--- src/rtl/fwh_hdr_pkg.sv ---
package fwh_hdr_pkg;
  localparam int NIB_W = 4;

  localparam logic [NIB_W-1:0] START_RD = 4'b1101;
  localparam logic [NIB_W-1:0] START_WR = 4'b1110;
  localparam logic [NIB_W-1:0] SIZE_ONE = 4'b0000;

  typedef enum logic [1:0] {
    ST_IDLE = 2'd0,
    ST_ADDR = 2'd1,
    ST_SIZE = 2'd2
  } hdr_state_e;
endpackage

--- src/rtl/fwh_start_det.sv ---
module fwh_start_det
  import fwh_hdr_pkg::*;
(
  input  logic             clk,
  input  logic             rst,
  input  logic             frame_n,
  input  logic [NIB_W-1:0] bus_nib,
  output logic             hdr_begin,
  output logic             begin_wr
);
  logic             framed_q;
  logic [NIB_W-1:0] start_q;

  // Holds the nibble of the most recent low-strobe clock; the first high clock
  // after it confirms that nibble was the last one, i.e. the start code.
  always_ff @(posedge clk) begin
    if (rst) begin
      framed_q <= 1'b0;
      start_q  <= '0;
    end else begin
      framed_q <= ~frame_n;
      if (!frame_n) start_q <= bus_nib;
    end
  end

  assign hdr_begin = frame_n && framed_q && (start_q == START_RD || start_q == START_WR);
  assign begin_wr  = (start_q == START_WR);
endmodule

--- src/rtl/fwh_addr_asm.sv ---
module fwh_addr_asm
  import fwh_hdr_pkg::*;
#(
  parameter int ADDR_NIBS = 7,
  localparam int ADDR_W = NIB_W * ADDR_NIBS
) (
  input  logic              clk,
  input  logic              rst,
  input  logic              shift_en,
  input  logic [NIB_W-1:0]  nib_in,
  output logic [ADDR_W-1:0] addr_out
);
  logic [NIB_W-1:0] stage_q [ADDR_NIBS];

  // Most significant nibble arrives first and ends in the top stage.
  for (genvar i = 0; i < ADDR_NIBS; i++) begin : g_stage
    always_ff @(posedge clk) begin
      if (rst) begin
        stage_q[i] <= '0;
      end else if (shift_en) begin
        if (i == 0) stage_q[i] <= nib_in;
        else        stage_q[i] <= stage_q[i-1];
      end
    end
    assign addr_out[i*NIB_W +: NIB_W] = stage_q[i];
  end
endmodule

--- src/rtl/fwh_hdr_fsm.sv ---
module fwh_hdr_fsm
  import fwh_hdr_pkg::*;
#(
  parameter int ADDR_NIBS = 7
) (
  input  logic             clk,
  input  logic             rst,
  input  logic             frame_n,
  input  logic [NIB_W-1:0] bus_nib,
  input  logic [NIB_W-1:0] id_strap,
  input  logic             hdr_begin,
  input  logic             begin_wr,
  output logic             shift_en,
  output logic             emit,
  output logic             emit_wr
);
  localparam int CNT_W = (ADDR_NIBS > 1) ? $clog2(ADDR_NIBS) : 1;
  localparam logic [CNT_W-1:0] LAST_CNT = CNT_W'(ADDR_NIBS - 1);

  hdr_state_e       state_q, state_d;
  logic [CNT_W-1:0] cnt_q, cnt_d;
  logic             wr_q, wr_d;

  always_comb begin
    state_d  = state_q;
    cnt_d    = cnt_q;
    wr_d     = wr_q;
    shift_en = 1'b0;
    emit     = 1'b0;
    if (!frame_n) begin
      state_d = ST_IDLE;
    end else begin
      unique case (state_q)
        ST_IDLE: begin
          if (hdr_begin && bus_nib == id_strap) begin
            state_d = ST_ADDR;
            cnt_d   = '0;
            wr_d    = begin_wr;
          end
        end
        ST_ADDR: begin
          shift_en = 1'b1;
          if (cnt_q == LAST_CNT) state_d = ST_SIZE;
          else                   cnt_d   = cnt_q + 1'b1;
        end
        ST_SIZE: begin
          state_d = ST_IDLE;
          emit    = (bus_nib == SIZE_ONE);
        end
        default: state_d = ST_IDLE;
      endcase
    end
  end

  always_ff @(posedge clk) begin
    if (rst) begin
      state_q <= ST_IDLE;
      cnt_q   <= '0;
      wr_q    <= 1'b0;
    end else begin
      state_q <= state_d;
      cnt_q   <= cnt_d;
      wr_q    <= wr_d;
    end
  end

  assign emit_wr = wr_q;

  assert_mismatch_idle_R3: assert property (@(posedge clk) disable iff (rst)
    (state_q == ST_IDLE && hdr_begin && bus_nib != id_strap) |=> state_q == ST_IDLE);

  assert_size_follows_addr_R4: assert property (@(posedge clk) disable iff (rst)
    (state_q == ST_SIZE) |-> ($past(state_q) == ST_ADDR && $past(cnt_q) == LAST_CNT));

  assert_strobe_resets_R8: assert property (@(posedge clk) disable iff (rst)
    !frame_n |=> state_q == ST_IDLE);
endmodule

--- src/rtl/fwh_hdr_decoder.sv ---
module fwh_hdr_decoder
  import fwh_hdr_pkg::*;
#(
  parameter int ADDR_NIBS  = 7,
  parameter int DEC_ADDR_W = 19,
  parameter int REGION_BIT = 22
) (
  input  logic                  clk,
  input  logic                  rst,
  input  logic                  frame_n,
  input  logic [NIB_W-1:0]      bus_nib,
  input  logic [NIB_W-1:0]      id_strap,
  output logic                  req_valid,
  output logic                  req_write,
  output logic                  req_mem,
  output logic [DEC_ADDR_W-1:0] req_addr
);
  localparam int ADDR_W = NIB_W * ADDR_NIBS;

  logic              hdr_begin, begin_wr, shift_en, emit, emit_wr;
  logic [ADDR_W-1:0] addr_full;
  logic              unused_addr_bits;

  fwh_start_det u_start (
    .clk       (clk),
    .rst       (rst),
    .frame_n   (frame_n),
    .bus_nib   (bus_nib),
    .hdr_begin (hdr_begin),
    .begin_wr  (begin_wr)
  );

  fwh_hdr_fsm #(.ADDR_NIBS(ADDR_NIBS)) u_fsm (
    .clk       (clk),
    .rst       (rst),
    .frame_n   (frame_n),
    .bus_nib   (bus_nib),
    .id_strap  (id_strap),
    .hdr_begin (hdr_begin),
    .begin_wr  (begin_wr),
    .shift_en  (shift_en),
    .emit      (emit),
    .emit_wr   (emit_wr)
  );

  fwh_addr_asm #(.ADDR_NIBS(ADDR_NIBS)) u_addr (
    .clk      (clk),
    .rst      (rst),
    .shift_en (shift_en),
    .nib_in   (bus_nib),
    .addr_out (addr_full)
  );

  assign unused_addr_bits = ^addr_full;

  always_ff @(posedge clk) begin
    if (rst) begin
      req_valid <= 1'b0;
      req_write <= 1'b0;
      req_mem   <= 1'b0;
      req_addr  <= '0;
    end else begin
      req_valid <= emit;
      if (emit) begin
        req_write <= emit_wr;
        req_mem   <= addr_full[REGION_BIT];
        req_addr  <= addr_full[DEC_ADDR_W-1:0];
      end
    end
  end

  assert_single_pulse_R9: assert property (@(posedge clk) disable iff (rst)
    req_valid |=> !req_valid);

  assert_no_req_after_strobe_R8: assert property (@(posedge clk) disable iff (rst)
    !frame_n |=> !req_valid);

  assert_size_gate_R7: assert property (@(posedge clk) disable iff (rst)
    req_valid |-> ($past(bus_nib) == SIZE_ONE && $past(frame_n)));

  assert_reset_clears_R10: assert property (@(posedge clk)
    $past(rst) |-> (!req_valid && req_addr == '0));
endmodule

--- config.mk ---
export PLATFORM = sky130hd
export DESIGN_NAME = fwh_hdr_decoder
export DESIGN_NICKNAME = d
export VERILOG_FILES = /design/src/rtl/fwh_hdr_pkg.sv /design/src/rtl/fwh_start_det.sv /design/src/rtl/fwh_addr_asm.sv /design/src/rtl/fwh_hdr_fsm.sv /design/src/rtl/fwh_hdr_decoder.sv
export SDC_FILE = /design/constraint.sdc
export NUM_CORES = 1
export LEC_CHECK = 0
export CAP_MARGIN = 10
export CORE_UTILIZATION = 23
export CTS_CLUSTER_SIZE = 16
export DETAILED_ROUTE_END_ITERATION = 6
export SKIP_CTS_REPAIR_TIMING = 1
export SYNTH_ARGS = -nofsm -noshare
export SYNTH_HDL_FRONTEND = slang
export SYNTH_SLANG_ARGS = --single-unit
--- constraint.sdc ---
create_clock -name clk -period 1.9 [get_ports clk]
set_input_delay 0.38 -clock clk [delete_from_list [all_inputs] [get_ports clk]]
set_output_delay 0.38 -clock clk [all_outputs]
set_load 0.05 [all_outputs]
Yosys cells after proc, flatten, opt, wreduce, memory -nomap -nowiden
Memory sizes are Yosys's and may differ from the RTL's.
Cells that the tools add are included.
{"block": "word_totals", "register_bits": 33, "word_cells": 61, "ram_bits": 28, "in_bits": 11, "output_inout_bits": 22, "mem_count": 1}
{"block": "classes", "n_addsub": 1, "muxes": 22, "n_reduce_logical": 11, "n_eq_ne": 9, "bitwise": 8}
{"memory": "u_addr.stage_q", "words": 7, "word_bits": 4, "rd": 6, "rd_ports_with_merged_regs": 0, "wr": 7, "line": "fwh_addr_asm.sv:13", "rtl": "logic [NIB_W-1:0] stage_q [ADDR_NIBS];"}
{"cell": "2-to-1 mux 4 bit", "count": 7}
{"cell": "2-to-1 mux 1 bit", "count": 9}
{"cell": "equality test 4 bit, second input constant", "count": 2}
{"cell": "bitwise OR 1 bit", "count": 7}
{"cell": "2-to-1 mux 3 bit", "count": 2}
{"cell": "case mux 3 bit (2 select lines)", "count": 1}
{"cell": "equality test 4 bit", "count": 1}
{"cell": "zero test 4 bit", "count": 1}
{"cell": "2-to-1 mux 2 bit", "count": 2}
{"cell": "inequality test 2 x 1 -> 1 bit, second input constant", "count": 2}
{"cell": "case mux 2 bit (2 select lines)", "count": 1}
{"cell": "AND reduction 4 bit", "count": 1}
{"cell": "adder 3 x 1 -> 3 bit, second input constant", "count": 1}
{"cell": "equality test 3 bit, second input constant", "count": 1}
{"cell": "logical AND 1 bit", "count": 3}
{"cell": "AND reduction 3 bit", "count": 1}
{"cell": "equality test 2 x 1 -> 1 bit, second input constant", "count": 1}
{"cell": "equality test 2 bit, second input constant", "count": 1}
{"cell": "zero test 2 bit", "count": 1}
{"cell": "inequality test 2 bit, second input constant", "count": 1}
{"cell": "AND reduction 2 bit", "count": 1}
{"cell": "nonzero test 2 bit", "count": 1}
{"cell": "OR reduction 2 bit", "count": 1}
{"cell": "logical OR 1 bit", "count": 1}
{"cell": "NOT 1 bit", "count": 1}

Depth between registers and ports, before layout
Gate-level depths: netlist of the first run.
{"block": "logic_depth", "word_depth": 7, "depth_mapped": 6, "depth_no_buf": 6}

By module
Synthesis of the first run repeated with hierarchy kept, for this count alone.
{"block": "unflattened", "cells_unflattened": 191, "hier_area_um2": 2491.1}
{"mod": "fwh_addr_asm", "area_per_inst_um2": 1143.6, "seq_area_each_um2": 840.8, "cells_each": 63, "n_inst": 1}
{"mod": "fwh_hdr_decoder", "area_per_inst_um2": 795.8, "seq_area_each_um2": 440.4, "cells_each": 70, "n_inst": 1}
{"mod": "fwh_hdr_fsm", "area_per_inst_um2": 352.8, "seq_area_each_um2": 120.1, "cells_each": 39, "n_inst": 1}
{"mod": "fwh_start_det", "area_per_inst_um2": 198.9, "seq_area_each_um2": 100.1, "cells_each": 19, "n_inst": 1}

Worst setup path after synthesis of the first run
Ideal clock, no wire load.
{"block": "synth_path", "path_type": "in2reg", "from": "input frame_n", "to": "memory u_addr.stage_q[0][0] (enable)", "n_path_buf": 1, "path_stages": 3, "t_arrival_ns": 1.138, "setup_ns": 0.380, "slack_ns": 0.383, "required_time_ns": 1.520, "cell_sequence": "buf_6 -> nand3b_1 -> nand2b_1"}
{"element": "start, declared", "line": "fwh_hdr_decoder.sv:10", "rtl": "input logic frame_n,"}
{"element": "end, declared", "line": "fwh_addr_asm.sv:13"}

Worst setup path in the final report of the first run
{"block": "layout_path", "from": "register req_addr[11], read port of u_addr.stage_q", "to": "output req_addr[11]"}
{"element": "start, declared", "line": "fwh_hdr_decoder.sv:16", "rtl": "output logic [DEC_ADDR_W-1:0] req_addr"}
No word-level cell between the ends.

==> results of run 1 <==
[worst min-delay path, stage by stage, from the launching register on]
cell and delay, ns:
edfxtp_1 0.33, mux2i_1 0.06, nor2_1 0.07
[cell type report]
| type | instances | area share, % |
|---|---|---|
| clock buffers | 6 | 2.70 |
| clock inverters | 2 | 1.44 |
| inverters | 2 | 0.279 |
| multi-input cells | 114 | 28.8 |
| flip-flops and latches | 53 | 46.9 |
| well taps | 108 | 5.03 |
| repair buffers | 42 | 14.9 |
[placed cells by master, fill, tap and decap left out, types with 2 or more instances in the layout]
cell type        Yosys  routed
nor2_1              32      32
clkbuf_8             0       5
and2_1              22      22
nand2_1              2       2
nand3b_1             2       2
nand4_1              2       2
a21oi_1              2       2
o21ai_0              2       2
ha_1                 2       2
dfxtp_1             33      33
clkdlybuf4s50_1      0      20
dlymetal6s2s_1       0       2
edfxtp_1            20      20
buf_4                1      18
nand2b_1             3       3
nor3_1               2       2
buf_12               0       2
mux2i_1             26      26
xnor2_1              4       4
inv_1                2       2
[through the flow]
step           setup TNS, ns  cell area, sq um  setup WS (ns)
3_3_place_gp        -0.00488              2570       -0.00488
5_1_grt                    0              2690        0.00741
6_report                   0              2690         0.0512
3_5_place_dp         -0.0183              2570        -0.0183
2_1_floorplan              0              2110          0.383
4_1_cts                    0              2680         0.0232
[worst paths after layout]
check / startpoint / cells past startpoint / end / slack (ns)
worst max-delay path: req_addr[11] / 1 / req_addr[11] / 0.05
worst min-delay path: u_addr.stage_q[1][1] / 2 / req_addr[17] / 0.49
worst max register to register: u_fsm.state_q[0] / 4 / u_addr.stage_q[1][0] / 0.48
worst min register to register: u_addr.stage_q[1][1] / 2 / req_addr[17] / 0.49
[state kept, by name (all words and copies together), names as in the netlist, 2 cells and up]
name,flops
u_fsm.cnt_q,3
req_addr,19
u_addr.stage_q,20
u_fsm.state_q,2
u_start.start_q,4
[metal layers]
metal	wire length [microns]	track usage, %	vias to the layer above
met3	210	2.88	10
li1	-	-	681
met1	1810	10.9	636
met5	0	0	-
met2	1690	13.6	36
met4	93	4.66	0
[cell families after synthesis]
| group | after synthesis | share of synthesized area [%] |
|---|---|---|
| simple gates | 73 | 18.6 |
| mux | 26 | 12.4 |
| compound gates | 8 | 2.44 |
| flops | 53 | 59.9 |
| buf+inv | 12 | 3.44 |
| fa+ha+maj | 2 | 1.19 |
| xor+xnor | 5 | 2.08 |
[where the power goes]
group          internal, uW  switching, uW  leakage (uW)
clock network           396            368     0.0000554
logic                  44.8           44.2      0.000654
registers              1190           9.70      0.000473
total                  1640            421       0.00118
==> results.py, run 1 <==
metrics = {
    "clock_tree": {
        "cts.sinks": 53,
        "cts_tree": "built",
        "clk_pin_slew_ns": 0.09,
        "h-tree-depth": 2,
        "cts_made_buffers": 5,
        "root_buffer": "clkbuf_8",
        "clock_latency_ns": 0.31,
        "cts.path.max_buffers": 2,
    },
    "yosys": {
        "synth_warnings": 0,
        "ys_seq_elements": 53,
        "yosysSeqAreaShare_pct": 59.9,
        "synth_top_area_share_pct": 31.4,
        "synth_edf_count": 20,
        "ys.flop_type": "dfxtp_1",
        "syn_nets": 192,
        "synth_most_common_cell": "dfxtp_1",
        "async_flop_share_pct": 0,
        "synthesis.area_sq_um": 2110,
        "synth_area_leaders": "dfxtp_1 31%, edfxtp_1 29%, mux2i_1 12%, and2_1 6.5%, nor2_1 5.7%",
        "synth_commonest_cells": "33 x dfxtp_1, 32 x nor2_1, 26 x mux2i_1, 22 x and2_1, 20 x edfxtp_1",
        "avgSynthCellArea_sq_um": 11.8,
        "postSynthCellCount": 179,
        "synth_top_cell_by_area": "dfxtp_1",
        "ys_types": 32,
    },
    "drt": {
        "num_vias": 1363,
        "antenna_left": 0,
        "first_pass_iters": 6,
        "drt_iter0_markers": 50,
        "avgRoutedWirePerCell_microns": 11.6,
        "route.detailed.drc": 8,
        "via_per_inst": 4.17,
        "wl_mm": 3.80,
    },
    "placement": {
        "dp_cells": 319,
        "dpl.hpwl_mm": 2.59,
        "gp_congestion": 0.773,
        "portBuffers": 32,
    },
    "worst_setup_path": {
        "timing.critical_path.buf_inv": 1,
        "worstPathArrival_ns": 1.47,
        "path_max_fanout": 2,
        "crit_type": "register to primary output",
        "cp.required_ns": 1.52,
        "startpoint_type": "register",
        "cp-end-kind": "primary output",
        "cp_slowest_cell": "clkdlybuf4s50_1",
        "cp_cell_sequence": "clkdlybuf4s50_1",
        "cp_top_family": "buffers and inverters",
        "crit_path_max_incr_delay_ns": 0.81,
    },
    "timing": {
        "hold_viol": 0,
        "setup_viol_count_final": 0,
        "max_freq_mhz": 541,
        "period_share_pct": 97.3,
        "max_slew_margin_pct": 65.1,
        "fin_skew_ns": 0.00363,
        "rsz0062_at_grt": "no",
        "maxSlewViolCount": 0,
        "fin_crit_ns": 1.85,
        "tightest_slew_ns": 0.523,
        "worst_hold_slack_ns": 0.487,
    },
    "die": {
        "die_width_microns": 97.7,
        "dieArea_sq_um": 9550,
        "row_count": 34,
        "io_pins": 33,
        "die_y_microns": 97.7,
        "start_util_pct": 23.9,
        "core_sq_um": 8810,
    },
    "run_status": {
        "violations": "DRC",
        "status": "complete, but fails checks",
    },
    "pwr": {
        "power_density_nw_per_um2": 765,
        "finalPower_uw": 2060,
        "p_leak_uw": 0.00118,
        "ir_worst_vdd_uv": 243,
    },
    "global_routing": {
        "grt_pass1_wl_mm": 6.53,
        "grt_pass1_vias": 1339,
        "grt_use_total_pct": 8.81,
        "grt_overflow": 0,
        "antenna_found_initial": 0,
        "grt_max_degree": 23,
    },
    "worst_hold_path": {
        "hold_path.class": "register to register",
    },
    "final_layout": {
        "fin_util_pct": 30.5,
        "area_delta_synth_final_pct": 27.6,
        "multiInputGateArea_sq_um": 773,
        "regArea_sq_um": 1260,
        "antenna_cells": 0,
        "nets": 231,
        "final_cells": 327,
        "fill_cells": 880,
        "drive_gt1_share_pct": 14.2,
    },
    "run": {
        "max_cap_viol_count": 0,
    },
}
Power figures use the tool's default switching activity.
==> run 2, diff against run 1 <==
--- a/config.mk
+++ b/config.mk
@@ -6,6 +6,7 @@
 export NUM_CORES = 1
 export LEC_CHECK = 0
 export CAP_MARGIN = 10
+export CORE_ASPECT_RATIO = 0.5
 export CORE_UTILIZATION = 23
 export CTS_CLUSTER_SIZE = 16
 export DETAILED_ROUTE_END_ITERATION = 6
==> results.py, run 2 (same netlist as run 1, synthesis figures left out) <==
metrics = {
    "clock_tree": {
        "cts_made_buffers": 5,
        "clk_pin_slew_ns": 0.07,
        "clock_latency_ns": 0.29,
        "cts.path.max_buffers": 2,
        "h-tree-depth": 2,
        "root_buffer": "clkbuf_16",
        "cts_tree": "built",
        "cts.sinks": 53,
    },
    "global_routing": {
        "grt_max_degree": 23,
        "grt_pass1_vias": 1337,
        "grt_overflow": 0,
        "antenna_found_initial": 0,
        "grt_use_total_pct": 8.92,
        "grt_pass1_wl_mm": 6.36,
    },
    "final_layout": {
        "largest_reg_flops": 20,
        "final_cell_mix": "33 x dfxtp_1, 31 x nor2_1, 27 x clkdlybuf4s50_1, 26 x mux2i_1, 22 x and2_1",
        "multiInputGateArea_sq_um": 776,
        "nets": 232,
        "area_delta_synth_final_pct": 31.4,
        "drive_gt1_share_pct": 12.3,
        "regArea_sq_um": 1260,
        "regMostFlops": "u_addr.stage_q",
        "antenna_cells": 0,
        "fin_util_pct": 31.5,
        "fill_cells": 884,
        "reg_top3": "u_addr.stage_q: 20 flops, req_addr: 19 flops, u_start.start_q: 4 flops",
        "final_common_cell": "dfxtp_1",
    },
    "placement": {
        "gp_congestion": 0.691,
        "dpl.hpwl_mm": 2.67,
        "portBuffers": 32,
    },
    "die": {
        "die_y_microns": 69.7,
        "dieArea_sq_um": 9570,
        "start_util_pct": 23.9,
        "die_width_microns": 137,
        "row_count": 24,
        "core_sq_um": 8800,
        "io_pins": 33,
    },
    "pwr": {
        "ir_worst_vdd_uv": 314,
        "power_density_nw_per_um2": 829,
        "p_leak_uw": 0.00116,
    },
    "worst_setup_path": {
        "cp_top_family": "buffers and inverters",
        "timing.critical_path.buf_inv": 1,
        "crit_type": "register to primary output",
        "cp_cell_sequence": "clkdlybuf4s50_1",
        "cp_slowest_cell": "clkdlybuf4s50_1",
        "startpoint_type": "register",
        "worstPathArrival_ns": 1.46,
        "cp-end-kind": "primary output",
        "crit_path_max_incr_delay_ns": 0.82,
        "cp.required_ns": 1.52,
        "path_max_fanout": 2,
    },
    "timing": {
        "max_slew_margin_pct": 62.5,
        "period_share_pct": 97.0,
        "tightest_slew_ns": 0.562,
        "worst_hold_slack_ns": 0.485,
        "max_freq_mhz": 543,
        "maxSlewViolCount": 0,
        "setup_viol_count_final": 0,
        "fin_skew_ns": 0.00392,
        "rsz0062_at_grt": "no",
        "hold_viol": 0,
        "fin_crit_ns": 1.84,
    },
    "drt": {
        "num_vias": 1365,
        "antenna_left": 0,
        "via_per_inst": 4.05,
        "wl_mm": 3.82,
        "avgRoutedWirePerCell_microns": 11.3,
        "route.detailed.drc": 0,
        "drt_iter0_markers": 87,
        "first_pass_iters": 4,
    },
    "run": {
        "max_cap_viol_count": 0,
    },
    "worst_hold_path": {
        "hold_path.class": "register to register",
    },
    "run_status": {
        "status": "finished clean",
    },
}
[run 2: cell count changes in the layout (fill, tap and decap cells not counted), sizes merged]
cell,before,now
clkdlybuf4s50,20,27
buf,20,16
dlymetal6s2s,2,0
[run 2: final timing paths]
kind                                 endpoint                  from  cells past startpoint  slack [ns]
worst max register to register  u_fsm.emit_wr    u_start.start_q[1]                      4        0.52
worst min register to register   req_addr[17]  u_addr.stage_q[1][1]                      2        0.48
worst min-delay path             req_addr[17]  u_addr.stage_q[1][1]                      2        0.48
worst max-delay path              req_addr[6]           req_addr[6]                      1        0.06
[run 2: layout make-up]
| cell class | count | area share, % |
|---|---|---|
| sequential | 53 | 45.5 |
| clock buffer | 6 | 4.65 |
| clock inverter | 2 | 1.22 |
| multi-input combinational | 114 | 28.0 |
| inverter | 2 | 0.271 |
| tap | 117 | 5.29 |
| timing repair buffer | 43 | 15.0 |
[run 2: metal layers]
metal	global-route usage (%)	vias up	wire length (microns)
li1	-	697	-
met1	9.98	641	1680
met2	14.9	19	1920
met3	2.63	8	114
met4	5.49	0	104
met5	0	-	0
[run 2: stage by stage]
step | instances | setup WS, ns | instance area [sq um] | total power (uW) | setup TNS [ns]
floorplan | 179 | 0.383 | 2110 | 1270 | 0
global placement | 329 | -0.206 | 2600 | 1320 | -4.01
detailed placement | 329 | -0.271 | 2600 | 1320 | -4.96
CTS | 337 | 0.0284 | 2770 | 2330 | 0
global route | 337 | 0.0191 | 2770 | 2390 | 0
finish | 337 | 0.0578 | 2770 | 2290 | 0
[run 2: report_power, final]
part           total [uW]  internal, uW  switching (uW)
Clock                 997           618             379
Combinational        92.1          47.4            44.6
Sequential           1210          1200            9.96
==> run 3, diff against run 2 <==
--- a/config.mk
+++ b/config.mk
@@ -7,9 +7,10 @@
 export LEC_CHECK = 0
 export CAP_MARGIN = 10
 export CORE_ASPECT_RATIO = 0.5
-export CORE_UTILIZATION = 23
+export CORE_UTILIZATION = 52
 export CTS_CLUSTER_SIZE = 16
 export DETAILED_ROUTE_END_ITERATION = 6
+export PLACE_DENSITY = 0.78
 export SKIP_CTS_REPAIR_TIMING = 1
 export SYNTH_ARGS = -nofsm -noshare
 export SYNTH_HDL_FRONTEND = slang
==> results.py, run 3 (same netlist as run 1, synthesis figures left out) <==
metrics = {
    "drt": {
        "route.detailed.drc": 0,
        "wl_mm": 3.59,
        "first_pass_iters": 4,
        "num_vias": 1353,
        "antenna_left": 0,
        "avgRoutedWirePerCell_microns": 13.4,
        "drt_iter0_markers": 39,
        "via_per_inst": 5.07,
    },
    "pwr": {
        "ir_worst_vdd_uv": 368,
        "p_leak_uw": 0.00115,
        "power_density_nw_per_um2": 747,
    },
    "die": {
        "die_y_microns": 47.0,
        "dieArea_sq_um": 4330,
        "core_sq_um": 3640,
        "io_pins": 33,
        "die_width_microns": 92.0,
        "start_util_pct": 57.9,
        "row_count": 15,
    },
    "timing": {
        "tightest_slew_ns": 0.565,
        "max_freq_mhz": 540,
        "rsz0062_at_grt": "no",
        "fin_crit_ns": 1.85,
        "max_slew_margin_pct": 62.3,
        "period_share_pct": 97.4,
        "hold_viol": 0,
        "fin_skew_ns": 0.0123,
        "maxSlewViolCount": 0,
        "setup_viol_count_final": 0,
    },
    "clock_tree": {
        "cts.sinks": 53,
        "cts_tree": "built",
        "root_buffer": "clkbuf_8",
        "cts.path.max_buffers": 2,
        "cts_made_buffers": 5,
        "clk_pin_slew_ns": 0.11,
        "h-tree-depth": 2,
        "clock_latency_ns": 0.32,
    },
    "worst_setup_path": {
        "worstPathArrival_ns": 1.47,
        "cp.required_ns": 1.52,
        "path_max_fanout": 2,
        "crit_path_max_incr_delay_ns": 0.80,
        "cp_slowest_cell": "clkdlybuf4s50_1",
        "crit_type": "register to primary output",
        "cp_top_family": "buffers and inverters",
        "startpoint_type": "register",
        "timing.critical_path.buf_inv": 1,
        "cp-end-kind": "primary output",
        "cp_cell_sequence": "clkdlybuf4s50_1",
    },
    "final_layout": {
        "final_cell_mix": "33 x dfxtp_1, 31 x nor2_1, 29 x clkdlybuf4s50_1, 26 x mux2i_1, 22 x and2_1",
        "area_delta_synth_final_pct": 23.8,
        "fin_area_sq_um": 2610,
        "final_common_cell": "dfxtp_1",
        "antenna_cells": 0,
        "reg_top3": "u_addr.stage_q: 20 flops, req_addr: 19 flops, u_start.start_q: 4 flops",
        "multiInputGateArea_sq_um": 776,
        "regMostFlops": "u_addr.stage_q",
        "fill_cells": 276,
        "nets": 228,
        "regArea_sq_um": 1260,
        "final_cells": 267,
        "drive_gt1_share_pct": 9.26,
        "largest_reg_flops": 20,
    },
    "placement": {
        "dp_cells": 259,
        "portBuffers": 32,
        "gp_congestion": 0.794,
        "post_dp_cell_area_sq_um": 2500,
        "dpl.hpwl_mm": 2.40,
    },
    "global_routing": {
        "grt_pass1_vias": 1250,
        "grt_use_total_pct": 18.8,
        "grt_overflow": 0,
        "grt_pass1_wl_mm": 5.82,
        "antenna_found_initial": 0,
        "grt_max_degree": 37,
    },
    "worst_hold_path": {
        "hold_path.class": "register to register",
    },
    "run_status": {
        "status": "finished clean",
    },
    "run": {
        "max_cap_viol_count": 0,
    },
}
==> run 3: cell count changes in the layout (fill, tap and decap cells not counted), sizes merged <==
cell,delta
clkinvlp,+2
bufinv,-1
inv,+1
clkdlybuf4s50,+2
buf,-9
clkinv,-1
clkbuf,-1
dlymetal6s2s,+3
==> run 3: cell type report <==
cell class | count | share of cell area (%)
Inverter | 2 | 0.288
Timing Repair Buffer | 39 | 15.5
Tap cell | 51 | 2.45
Multi-Input combinational cell | 114 | 29.7
Sequential cell | 53 | 48.3
Clock inverter | 3 | 1.01
Clock buffer | 5 | 2.64
==> run 3: path summary, 6_finish.rpt <==
path                                end  cells after the start            startpoint  slack, ns
setup / recovery           req_addr[14]                      1          req_addr[14]       0.05
setup reg to reg  u_addr.stage_q[0][10]                      3      u_fsm.state_q[1]       0.52
hold / removal             req_addr[17]                      2  u_addr.stage_q[1][1]       0.50
hold reg to reg            req_addr[17]                      2  u_addr.stage_q[1][1]       0.50
==> run 3: through the flow <==
step                setup slack [ns]  hold slack (ns)  util (%)  power (uW)  setup TNS [ns]
finish                        0.0488            0.495      71.6        1950               0
CTS                           0.0241            0.497      71.4        1970               0
detailed placement            -0.152            0.473      68.8        1320           -3.27
global route                 0.00192            0.519      71.6        2030               0
floorplan                      0.383            0.451         -        1270               0
global placement              -0.135            0.458      68.8        1320           -3.51
==> run 3: power breakdown <==
part | switching (uW) | leakage [uW] | total [uW] | internal (uW)
Sequential | 9.79 | 0.000473 | 1200 | 1200
Clock | 389 | 0.0000423 | 657 | 268
Combinational | 44.3 | 0.000635 | 86.5 | 42.2
Total | 443 | 0.00115 | 1950 | 1510
==> run 3: layer usage <==
layer | routed length [microns] | vias to the layer above | global-route usage, %
met4 | 62 | 0 | 11.3
li1 | - | 682 | -
met3 | 142 | 5 | 5.34
met5 | 0 | - | 0
met2 | 1760 | 27 | 33.3
met1 | 1620 | 639 | 21.8
